### src/rtl/sconv_pkg.sv
package sconv_pkg;

   // Result width: full product plus growth for summing TAPS products.
   function automatic int acc_bits(input int dw, input int taps);
      return 2 * dw + $clog2(taps);
   endfunction

   // Width of the coefficient select field (at least one bit).
   function automatic int sel_bits(input int taps);
      return (taps > 1) ? $clog2(taps) : 1;
   endfunction

endpackage

### src/rtl/sconv_wbank.sv
module sconv_wbank #(
   parameter int TAPS = 4,
   parameter int DW   = 8,
   parameter int SW   = 2
) (
   input  logic                       clk,
   input  logic                       rst_n,
   input  logic                       coef_wr,
   input  logic [SW-1:0]              coef_sel,
   input  logic [DW-1:0]              coef_val,
   output logic [TAPS-1:0][DW-1:0]    taps_q
);

   for (genvar t = 0; t < TAPS; t++) begin : g_tap
      always_ff @(posedge clk) begin
         if (!rst_n) begin
            taps_q[t] <= '0;
         end else if (coef_wr && (coef_sel == SW'(t))) begin
            taps_q[t] <= coef_val;
         end
      end
   end

endmodule

### src/rtl/sconv_skew.sv
module sconv_skew #(
   parameter int DW = 8
) (
   input  logic          clk,
   input  logic          rst_n,
   input  logic [DW-1:0] d_in,
   input  logic          v_in,
   output logic [DW-1:0] d_out,
   output logic          v_out
);

   // Two stages per cell: samples move at half the speed of sums.
   logic [DW-1:0] d_mid;
   logic          v_mid;

   always_ff @(posedge clk) begin
      if (!rst_n) begin
         d_mid <= '0;
         v_mid <= 1'b0;
         d_out <= '0;
         v_out <= 1'b0;
      end else begin
         d_mid <= d_in;
         v_mid <= v_in;
         d_out <= d_mid;
         v_out <= v_mid;
      end
   end

endmodule

### src/rtl/sconv_mac.sv
module sconv_mac #(
   parameter int DW = 8,
   parameter int AW = 18
) (
   input  logic          clk,
   input  logic          rst_n,
   input  logic [DW-1:0] coef,
   input  logic [DW-1:0] smp,
   input  logic          smp_ok,
   input  logic [AW-1:0] acc_in,
   input  logic          acc_ok_in,
   output logic [AW-1:0] acc_out,
   output logic          acc_ok_out
);

   logic signed [2*DW-1:0] prod;

   assign prod = $signed(coef) * $signed(smp);

   always_ff @(posedge clk) begin
      if (!rst_n) begin
         acc_out    <= '0;
         acc_ok_out <= 1'b0;
      end else begin
         acc_out    <= acc_in + AW'(prod);
         acc_ok_out <= acc_ok_in & smp_ok;
      end
   end

endmodule

### src/rtl/sconv_array.sv
module sconv_array #(
   parameter  int TAPS = 4,
   parameter  int DW   = 8,
   localparam int AW   = sconv_pkg::acc_bits(DW, TAPS),
   localparam int SW   = sconv_pkg::sel_bits(TAPS)
) (
   input  logic          clk,
   input  logic          rst_n,
   input  logic          coef_wr,
   input  logic [SW-1:0] coef_sel,
   input  logic [DW-1:0] coef_val,
   input  logic          smp_valid,
   input  logic [DW-1:0] smp_data,
   output logic          res_valid,
   output logic [AW-1:0] res_data
);

   if (TAPS < 1) begin : g_bad_taps
      $error("sconv_array: TAPS must be at least 1");
   end
   if (DW < 2) begin : g_bad_dw
      $error("sconv_array: DW must be at least 2");
   end

   logic [TAPS-1:0][DW-1:0] taps_q;
   logic [TAPS-1:0][DW-1:0] xs;
   logic [TAPS-1:0]         xsv;
   logic [TAPS:0][AW-1:0]   ys;
   logic [TAPS:0]           ysv;

   sconv_wbank #(.TAPS(TAPS), .DW(DW), .SW(SW)) u_wbank (
      .clk      (clk),
      .rst_n    (rst_n),
      .coef_wr  (coef_wr),
      .coef_sel (coef_sel),
      .coef_val (coef_val),
      .taps_q   (taps_q)
   );

   // Sums start at zero and are always eligible; sample validity gates them.
   assign xs[0]  = smp_data;
   assign xsv[0] = smp_valid;
   assign ys[0]  = '0;
   assign ysv[0] = 1'b1;

   // Sums overtake samples, so the first cell meets the newest sample:
   // cell j holds coefficient TAPS-1-j.
   for (genvar j = 0; j < TAPS; j++) begin : g_cell
      sconv_mac #(.DW(DW), .AW(AW)) u_mac (
         .clk        (clk),
         .rst_n      (rst_n),
         .coef       (taps_q[TAPS-1-j]),
         .smp        (xs[j]),
         .smp_ok     (xsv[j]),
         .acc_in     (ys[j]),
         .acc_ok_in  (ysv[j]),
         .acc_out    (ys[j+1]),
         .acc_ok_out (ysv[j+1])
      );
      if (j < TAPS - 1) begin : g_fwd
         sconv_skew #(.DW(DW)) u_skew (
            .clk   (clk),
            .rst_n (rst_n),
            .d_in  (xs[j]),
            .v_in  (xsv[j]),
            .d_out (xs[j+1]),
            .v_out (xsv[j+1])
         );
      end
   end

   assign res_data  = ys[TAPS];
   assign res_valid = ysv[TAPS];

endmodule

### config.mk
export PLATFORM = sky130hd
export DESIGN_NAME = sconv_array
export DESIGN_NICKNAME = d
export VERILOG_FILES = /design/src/rtl/sconv_pkg.sv /design/src/rtl/sconv_wbank.sv /design/src/rtl/sconv_skew.sv /design/src/rtl/sconv_mac.sv /design/src/rtl/sconv_array.sv
export SDC_FILE = /design/constraint.sdc
export NUM_CORES = 1
export LEC_CHECK = 0
export ABC_AREA = 1
export CORE_MARGIN = 4
export CORE_UTILIZATION = 62
export DETAILED_ROUTE_END_ITERATION = 10
export PLACE_DENSITY_LB_ADDON = 0.25
export SLEW_MARGIN = 40
export SYNTH_ARGS = -nofsm -noshare
export SYNTH_HDL_FRONTEND = slang
export SYNTH_SLANG_ARGS = --single-unit
### constraint.sdc
create_clock -name clk -period 5.8 [get_ports clk]
set_input_delay 1.45 -clock clk [delete_from_list [all_inputs] [get_ports clk]]
set_output_delay 1.45 -clock clk [all_outputs]
set_load 0.02 [all_outputs]
# [Word-level counts from Yosys, hierarchy flattened]
# Cells that the tools add are included.
[word_totals] word_cells=41 register_bits=159 inputBits=22 output_inout_bits=19
[classes] eq_ne=3 n_addsub=3 n_reduce_logical=5 n_bitwise=3 mul=4
[ops] operator="8-bit by 8-bit multiplier with 16-bit output" count=4
[ops] operator="18-bit adder" count=2
[ops] operator="16-bit by 16-bit adder with 17-bit output" count=1
[ops] operator="2-bit == test, second input constant" count=2
[ops] operator="1-bit logical AND" count=4
[ops] operator="1-bit bitwise AND" count=3
[ops] operator="2-bit by 1-bit == test with 1-bit output, second input constant" count=1
[ops] operator="2-bit logical NOT" count=1

# [Depth between registers and ports, before layout]
# Gate-level depths: netlist of run 1.
[logic_depth] depth_word=2 ltp_mapped=32

# [By module]
# Synthesis of run 1 repeated with hierarchy kept, for this count alone.
[unflattened] cells_unflattened=2754 hier_area_um2=19551.3
[modules_own_cells] mod="sconv_mac (g_cell[1].u_mac)" cells_per_inst=606 area_each_um2=4215.3 seq_area_each_um2=380.4 instances=1
[modules_own_cells] mod="sconv_mac (g_cell[0].u_mac)" cells_per_inst=591 area_each_um2=4144.0 seq_area_each_um2=380.4 instances=1
[modules_own_cells] mod="sconv_mac (g_cell[3].u_mac)" cells_per_inst=590 area_each_um2=4124.0 seq_area_each_um2=380.4 instances=1
[modules_own_cells] mod="sconv_mac (g_cell[2].u_mac)" cells_per_inst=590 area_each_um2=4077.7 seq_area_each_um2=380.4 instances=1
[modules_own_cells] mod="sconv_skew" cells_per_inst=56 area_each_um2=529.3 seq_area_each_um2=360.3 instances=3
[modules_own_cells] mod="sconv_wbank" cells_per_inst=207 area_each_um2=1395.1 seq_area_each_um2=640.6 instances=1
[modules_own_cells] mod="sconv_array" cells_per_inst=2 area_each_um2=7.5 seq_area_each_um2=0.0 instances=1

# [Worst setup path after synthesis of run 1]
# Ideal clock, no wire load.
[synth_timing] path_type="register to register" start="register u_wbank.taps_q[0] (netlist bit)" end="register g_cell[3].u_mac.acc_out[17]" arrival_time_ns=4.979 stages_incl_launch_ff=27 slack_ns=0.706 t_required_ns=5.685 period_less_slack_ns=5.094 setup_ns=0.115 cell_sequence="dfxtp_1 > clkbuf_1 > or2_2 > fa_1 > fa_1 > inv_1 > fa_1 > inv_1 > fa_1 > inv_1 > ha_1 > a21oi_1 > o21ai_0 > a21oi_1 > nor2_1 > nor2_1 > xor2_1 > inv_1 > ha_1 > a21oi_1 > o21ai_0 > a21oi_1 > nand2_1 > nor2_1 > nand3_2 > nand2_1 > nor2_1"
[synth_via] elab_chain_len=2
[synth_lines] element="start: declaration" line="sconv_wbank.sv:11" text="output logic [TAPS-1:0][DW-1:0] taps_q"
[synth_lines] element="start signal: indexed assignment" line="sconv_wbank.sv:19" text="taps_q[t] <= coef_val;"
[synth_lines] element="8-bit by 8-bit multiplier with 16-bit output" line="sconv_mac.sv:18" text="assign prod = $signed(coef) * $signed(smp);"
[synth_lines] element="18-bit adder" line="sconv_mac.sv:25" text="acc_out <= acc_in + AW'(prod);"
[synth_lines] element="end signal: assignment" line="sconv_mac.sv:25"
[synth_lines] element="end: declaration" line="sconv_mac.sv:12" text="output logic [AW-1:0] acc_out,"
# No other way between the ends.
# A chain may end at the register's enable or synchronous reset.

# [Worst setup path in the final report of run 1]
[layout_timing] start="register g_cell[2].g_fwd.u_skew.d_out[3]" end="register g_cell[3].u_mac.acc_out[17]"
[layout_via] elab_chain_len=2
[layout_lines] element="start: declaration" line="sconv_skew.sv:8" text="output logic [DW-1:0] d_out,"
[layout_lines] element="start signal: assignment" line="sconv_skew.sv:25" text="d_out <= d_mid;"
[layout_lines] element="8-bit by 8-bit multiplier with 16-bit output" line="sconv_mac.sv:18"
[layout_lines] element="18-bit adder" line="sconv_mac.sv:25"
# No other way between the ends.

==> out/metrics.yaml, run 1 <==
status: "complete, no violations"
hold_class: "reg2reg"
cts_tree: "built"
finClkSkew_ns: 0.0166
grt.total_usage: 0.266
crit_fanout: 8
setup_violations: 0
drc: 0
rr_startpoint: "g_cell[2].g_fwd.u_skew.d_out[3]"
path_delay_family: "adder cells"
final_nets: 2703
vdd.ir_drop.worst_mv: 0.156
cts_root_buffer: "clkbuf_16"
drt-total-wl_mm: 38.2
period_minus_slack_ns: 5.48
synth-compound-area-share: 0.0733
initial_core_util: 0.636
vias: 13647
syn2layout_area_growth_pct: 7.47
power_uw: 3330
clk_pin_slew_ns: 0.07
min_period_over_period: 0.944
yosys.area_share.simple: 0.169
num_io_pins: 41
max_slew_margin: 0.511
critPathMaxStageDelay_ns: 0.53
max-cap-violations: 0
path_class: "reg2reg"
cts_made_buffers: 17
max_slew.worst_pin.slew_ns: 0.729
htreeDepth: 4
synth_top_area_cell: "fa_1"
wl_per_cell_um: 14.3
synth_ff_type: "dfxtp_1"
yosys.area_share.xor_xnor: 0.0192
synth-seq-area-share: 0.183
cp-end-kind: "flop"
grt_pass1_vias: 14411
core_area_mm2: 0.0273
fmax_mhz: 183
hold_viol: 0
crit_arrival_ns: 5.81
synth_adder_area_share: 0.396
synth_top_family_by_area: "adder cells"
clock_latency_ns: 0.44
synth_cells: 2283
hold_start: "g_cell[1].g_fwd.u_skew.d_mid[1]"
critPathLaunch: "g_cell[2].g_fwd.u_skew.d_out[3]"
syn_area_per_cell_um2: 7.59
synth_nets: 2708
dpl-instance-area_mm2: 0.0180
yosys_warnings: 0
ys_ff_latch: 158
p_per_area_mw_per_mm2: 179
ys_top_cells_by_area: "fa_1 28%, dfxtp_1 18%, inv_1 14%, ha_1 12%, nand2_1 10%"
syn_area_mm2: 0.0173
synthMuxAreaShare: 0
dp_hpwl_mm: 31.0
ant_nets: 0
fill_cells: 2211
grt_antenna_before_repair: 0
cts_hold_buf: 0
post-synth-top-area-fraction: 0.281
fp.dieH_um: 175
layout-drive-gt1-share: 0.0480
synth_common_cells: "652 x inv_1, 475 x nand2_1, 243 x fa_1"
worst_path_max_delay_cell: "fa_1"
drt_pass1_iterations: 6
io_buffers: 40
final-max-slew-violation-count: 0
die-area_mm2: 0.0307
synth.most_common_cell: "inv_1"
synth_edf_count: 0
final_cells: 2663
start_kind: "flop"
postLayoutCellArea_mm2: 0.0186
die_w_um: 175
grt_max_degree: 61
whs_ns: 0.402
worst-path-buf-inv: 6
diodes: 0
drtIter0Drc: 920
grt_pass1_wl_mm: 66.6
async_reset_ff_frac: 0
cts.path.max_buffers: 2
routed_via_density: 5.12
gr-total-overflow: 0
place.gp.congestion: 0.986
cp_common_cell: "inv_1"
row_count: 60
p_leak_uw: 0.0112
required_ns: 6.13
yosysUniqueCellTypes: 44
cts_sinks: 158
dp_cells: 2630
-- path summary, 6_finish.rpt --
| path | end | slack (ns) | depth (start not counted) |
|---|---|---|---|
| setup / recovery | g_cell[3].u_mac.acc_out[17] | 0.32 | 26 |
| setup reg to reg | g_cell[3].u_mac.acc_out[17] | 0.32 | 26 |
| hold reg to reg | g_cell[1].g_fwd.u_skew.d_out[1] | 0.40 | 2 |
| hold / removal | g_cell[1].g_fwd.u_skew.d_out[1] | 0.40 | 2 |
-- cell families (layout without fill, tap and decap cells) --
| kind of cell | after synthesis | after routing |
|---|---|---|
| buf+inv | 733 | 741 |
| simple gates | 717 | 717 |
| fa+ha+maj | 403 | 403 |
| compound gates | 234 | 234 |
| flops | 158 | 158 |
| xor+xnor | 38 | 38 |
-- worst min-delay path, stage by stage, from the launching register on --
cell and delay, ns:
dfxtp_1 0.30, nand2_1 0.04, inv_1 0.04
-- registers in the layout, indices dropped and copies added, names as in the netlist --
signal,count
g_cell.u_mac.acc_out,69
g_cell.g_fwd.u_skew.d_out,24
g_cell.u_mac.acc_ok_out,3
g_cell.g_fwd.u_skew.v_out,3
u_wbank.taps_q,32
g_cell.g_fwd.u_skew.v_mid,3
g_cell.g_fwd.u_skew.d_mid,24
-- routing by layer --
layer | vias to the layer above | routed length (µm) | GRT usage
met5 | - | 0 | 0
met4 | 0 | 1650 | 0.109
met3 | 104 | 1720 | 0.0318
met2 | 399 | 19700 | 0.485
met1 | 6475 | 15100 | 0.318
li1 | 6669 | - | -
-- metrics by stage --
| stage | setup TNS [ns] | util | setup WS [ns] |
|---|---|---|---|
| floorplan | 0 | - | 0.706 |
| detailed placement | 0 | 0.660 | 0.0416 |
| CTS | 0 | 0.682 | 0.279 |
| global placement | 0 | 0.660 | 0.152 |
| finish | 0 | 0.683 | 0.325 |
| global route | -0.0223 | 0.683 | -0.0217 |
-- power by group --
group	leakage (µW)	switching, µW	total (µW)	internal [µW]
clock network	0.000282	485	1140	652
registers	0.00130	83.6	1260	1180
logic	0.00957	580	926	345
-- layout make-up --
class / count / area (µm²) / area share
Multi-Input combinational cell: 1392 / 11400 / 0.613
Sequential cell: 158 / 3180 / 0.171
Inverter: 655 / 2460 / 0.132
Timing Repair Buffer: 54 / 503 / 0.0270
Tap cell: 372 / 465 / 0.0250
Clock buffer: 18 / 439 / 0.0236
Clock inverter: 14 / 155 / 0.00833
-- placed cells by master (no fill, tap or decap), types with 6 or more instances in the layout --
cell / instances
ha_1: 160
a21oi_1: 107
clkbuf_16: 17
inv_1: 652
dfxtp_2: 13
xor2_1: 19
xnor2_1: 19
nand3_1: 43
o21ai_0: 88
nand2_2: 8
or2_2: 11
buf_4: 15
nor2_1: 140
nor3_1: 6
nand2_1: 475
nand4_1: 11
clkdlybuf4s50_1: 39
dfxtp_1: 145
fa_1: 241
-- what timing repair did --
action / 4_1_cts / 5_1_grt
resized for setup: 0 / 18
setup endpoints to repair: 0 / 5
setup buffers: 0 / 1
No activity file was read; power rests on OpenSTA's default activity.
==> inputs of run 2 (changes only) <==
- ABC_AREA: 1 -> unset
==> out/metrics.yaml, run 2 <==
p_leak_uw: 0.00932  # -16%
registers.top_by_ff_count: "g_cell.u_mac.acc_out"
clk_pin_slew_ns: 0.08  # about the same
async_reset_ff_frac: 0  # unchanged
synth_nets: 2148  # -21%
path_delay_family: "adder cells"
gr-total-overflow: 0  # unchanged
die_w_um: 171  # -2.4%
drt_pass1_iterations: 7  # +1
cts_made_buffers: 17  # unchanged
path_class: "reg2reg"
ys_top_cells_by_area: "fa_1 30%, dfxtp_1 19%, ha_1 12%, and2_1 9.7%, inv_1 7.9%"
layout_setup_ws_ns: 0.00754  # -0.317 ns
rsz0062_at_grt: "true"
vias: 11272  # -17%
clock_latency_ns: 0.43  # about the same
worst-path-buf-inv: 3  # -3
crit_arrival_ns: 6.13  # +0.32 ns
synth_common_cells: "345 x inv_1, 255 x and2_1, 243 x fa_1"
dp_cells: 2108  # -20%
place.gp.congestion: 0.885  # -10%
num_io_pins: 41  # unchanged
final_nets: 2222  # -18%
fmax_mhz: 173  # -5.5%
fp.dieH_um: 171  # -2.4%
hold_depth: 1  # -1
drtIter0Drc: 458  # -50%
syn2layout_area_growth_pct: 10.9
final_common_cell: "inv_1"
max_slew_margin: 0.563  # +0.0525
initial_core_util: 0.632  # -0.00371
required_ns: 6.13  # about the same
power_uw: 3110  # -6.4%
postLayoutCellArea_mm2: 0.0183  # -1.9%
io_buffers: 40  # unchanged
die-area_mm2: 0.0292  # -4.7%
yosysUniqueCellTypes: 57  # +30%
synth_ff_type: "dfxtp_1"
rr_endpoint: "g_cell[3].u_mac.acc_out[17]"
fill_cells: 1997  # -9.7%
cts_sinks: 158  # unchanged
rr_startpoint: "g_cell[2].g_fwd.u_skew.d_out[1]"
synth-seq-area-share: 0.192  # +0.00948
hold_viol: 0  # unchanged
start_kind: "flop"
cp-end-kind: "flop"
largest_register_ffs: 69  # unchanged
grt_pass1_wl_mm: 58.2  # -13%
grt_antenna_before_repair: 0  # unchanged
core_area_mm2: 0.0261  # -4.4%
crit_fanout: 4  # -4
top_regs: "g_cell.u_mac.acc_out x69, u_wbank.taps_q x32"
drt-total-wl_mm: 33.3  # -13%
min_period_over_period: 0.999  # +0.0547
grt.total_usage: 0.249  # -0.0168
syn_area_per_cell_um2: 9.56  # +26%
rr_worst_depth: 24  # -7.7%
synth.most_common_cell: "inv_1"
row_count: 59  # -1.7%
rrSetupSlack_ns: 0.008  # -0.32 ns
post-synth-top-area-fraction: 0.295  # +0.0146
vdd.ir_drop.worst_mv: 0.161  # +2.9%
post-place-ws_ns: -0.0913  # -0.133 ns
cts.path.max_buffers: 2  # unchanged
ant_nets: 0  # unchanged
finClkSkew_ns: 0.00918  # -0.00743 ns
status: "complete, no violations"
crit_chain: "buf_12, and2_1, ha_1, fa_1, ha_1, inv_1, fa_1, inv_1, ha_1, fa_2, a21o_1, a21oi_2, o21bai_1, a21oi_2, o21ai_1, a21o_1, a21oi_1, xnor2_1, ha_1, or3_2, o221ai_2, mux2_4, or3_1, and3_1"
dp_hpwl_mm: 27.3  # -12%
synth_edf_count: 0  # unchanged
max-cap-violations: 0  # unchanged
final-max-slew-violation-count: 0  # unchanged
grt_pass1_vias: 12438  # -14%
setup_violations: 0  # unchanged
final_cells: 2145  # -19%
hold_start: "g_cell[1].g_fwd.u_skew.d_mid[2]"
cts_root_buffer: "clkbuf_16"
period_minus_slack_ns: 5.79  # +0.317 ns
worst_path_max_delay_cell: "fa_1"
min_to: "g_cell[1].g_fwd.u_skew.d_out[2]"
synth_top_area_cell: "fa_1"
p_per_area_mw_per_mm2: 170  # -4.6%
dpl-instance-area_mm2: 0.0175  # -2.7%
drc: 0  # unchanged
layout-drive-gt1-share: 0.0707  # +0.0227
diodes: 0  # unchanged
layout_common_cells: "342 x inv_1, 254 x and2_1, 242 x fa_1, 156 x ha_1, 147 x dfxtp_1"
max_slew.worst_pin.slew_ns: 0.655  # -0.0742 ns
cts_hold_buf: 0  # unchanged
cts_tree: "built"
multi_input_area_mm2: 0.0120  # +4.8%
yosys_warnings: 0  # unchanged
wl_per_cell_um: 15.5  # +8.4%
ff_latch_area_mm2: 0.00319  # +0.24%
synth_cells: 1723  # -25%
syn_area_mm2: 0.0165  # -4.9%
htreeDepth: 4  # unchanged
ys_ff_latch: 158  # unchanged
cp_common_cell: "ha_1"
routed_via_density: 5.26  # +2.5%
grt_max_degree: 93  # +52%
critPathMaxStageDelay_ns: 0.54  # about the same
hold_class: "reg2reg"
## run 2: area by class of cell
cell class / count / area share
sequential: 158 / 0.174
timing repair buffer: 89 / 0.0428
tap: 335 / 0.0229
clock inverter: 15 / 0.0105
clock buffer: 17 / 0.0233
inverter: 345 / 0.0709
multi-input combinational: 1186 / 0.655
## run 2: stage by stage
stage / TNS (ns) / utilization / hold WS [ns]
after global routing: -0.281 / 0.701 / 0.439
after global placement: -0.000960 / 0.671 / 0.414
after detailed placement: -0.111 / 0.671 / 0.417
final: 0 / 0.701 / 0.432
after floorplan: 0 / - / 0.412
after CTS: 0 / 0.695 / 0.433
## run 2: report_power, final
part	switching [µW]	internal (µW)
Clock	556	588
Sequential	56.8	1160
Combinational	405	347
## run 2: layer usage
metal / up-vias / share of wire / track usage
met5: - / 0 / 0
met4: 0 / 0.038 / 0.0947
met3: 77 / 0.036 / 0.0421
met2: 200 / 0.53 / 0.468
met1: 5581 / 0.39 / 0.282
li1: 5414 / - / -
## run 2: worst max-delay path by stage
| stage | startpoint | to | depth (start not counted) |
|---|---|---|---|
| after floorplan | u_wbank.taps_q[7] | g_cell[3].u_mac.acc_out[17] | 24 |
| after global placement | g_cell[2].g_fwd.u_skew.d_out[1] | g_cell[3].u_mac.acc_out[17] | 23 |
| after detailed placement | u_wbank.taps_q[0] | g_cell[3].u_mac.acc_out[17] | 24 |
| after CTS | g_cell[2].g_fwd.u_skew.d_out[2] | g_cell[3].u_mac.acc_out[17] | 23 |
| after global routing | g_cell[2].g_fwd.u_skew.d_out[2] | g_cell[3].u_mac.acc_out[17] | 26 |
| final | g_cell[2].g_fwd.u_skew.d_out[1] | g_cell[3].u_mac.acc_out[17] | 24 |
## run 2: kinds of logic (layout without fill, tap and decap cells)
| logic type | Yosys count | count (layout) | share of synthesized area |
|---|---|---|---|
| adder cells (fa/ha/maj) | 403 | 403 | 0.417 |
| AO/OA/AOI/OAI | 148 | 148 | 0.0609 |
| buffers and inverters | 379 | 466 | 0.0864 |
| flip-flops | 158 | 158 | 0.192 |
| multiplexers | 34 | 34 | 0.0210 |
| XOR/XNOR | 91 | 91 | 0.0489 |
| AND/OR/NAND/NOR | 510 | 510 | 0.174 |
## run 2: worst reg2reg max path: stages, from the launching register on
cell and delay, ns:
dfxtp_4 0.36, buf_12 0.13, and2_1 0.15, ha_1 0.31, fa_1 0.46, ha_1 0.29
inv_1 0.06, fa_1 0.54, inv_1 0.04, ha_1 0.22, fa_2 0.35, a21o_1 0.20
a21oi_2 0.15, o21bai_1 0.10, a21oi_2 0.19, o21ai_1 0.13, a21o_1 0.20, a21oi_1 0.16
xnor2_1 0.12, ha_1 0.22, or3_2 0.46, o221ai_2 0.09, mux2_4 0.32, or3_1 0.29
and3_1 0.16
## run 2: timing repair
| item | 4_1_cts | 5_1_grt |
|---|---|---|
| endpoints found under the setup margin | 1 | 3 |
| gates cloned | 0 | 0 |
| resized for setup | 5 | 29 |
| pin swaps | 4 | 16 |
| buffers inserted | 0 | 5 |
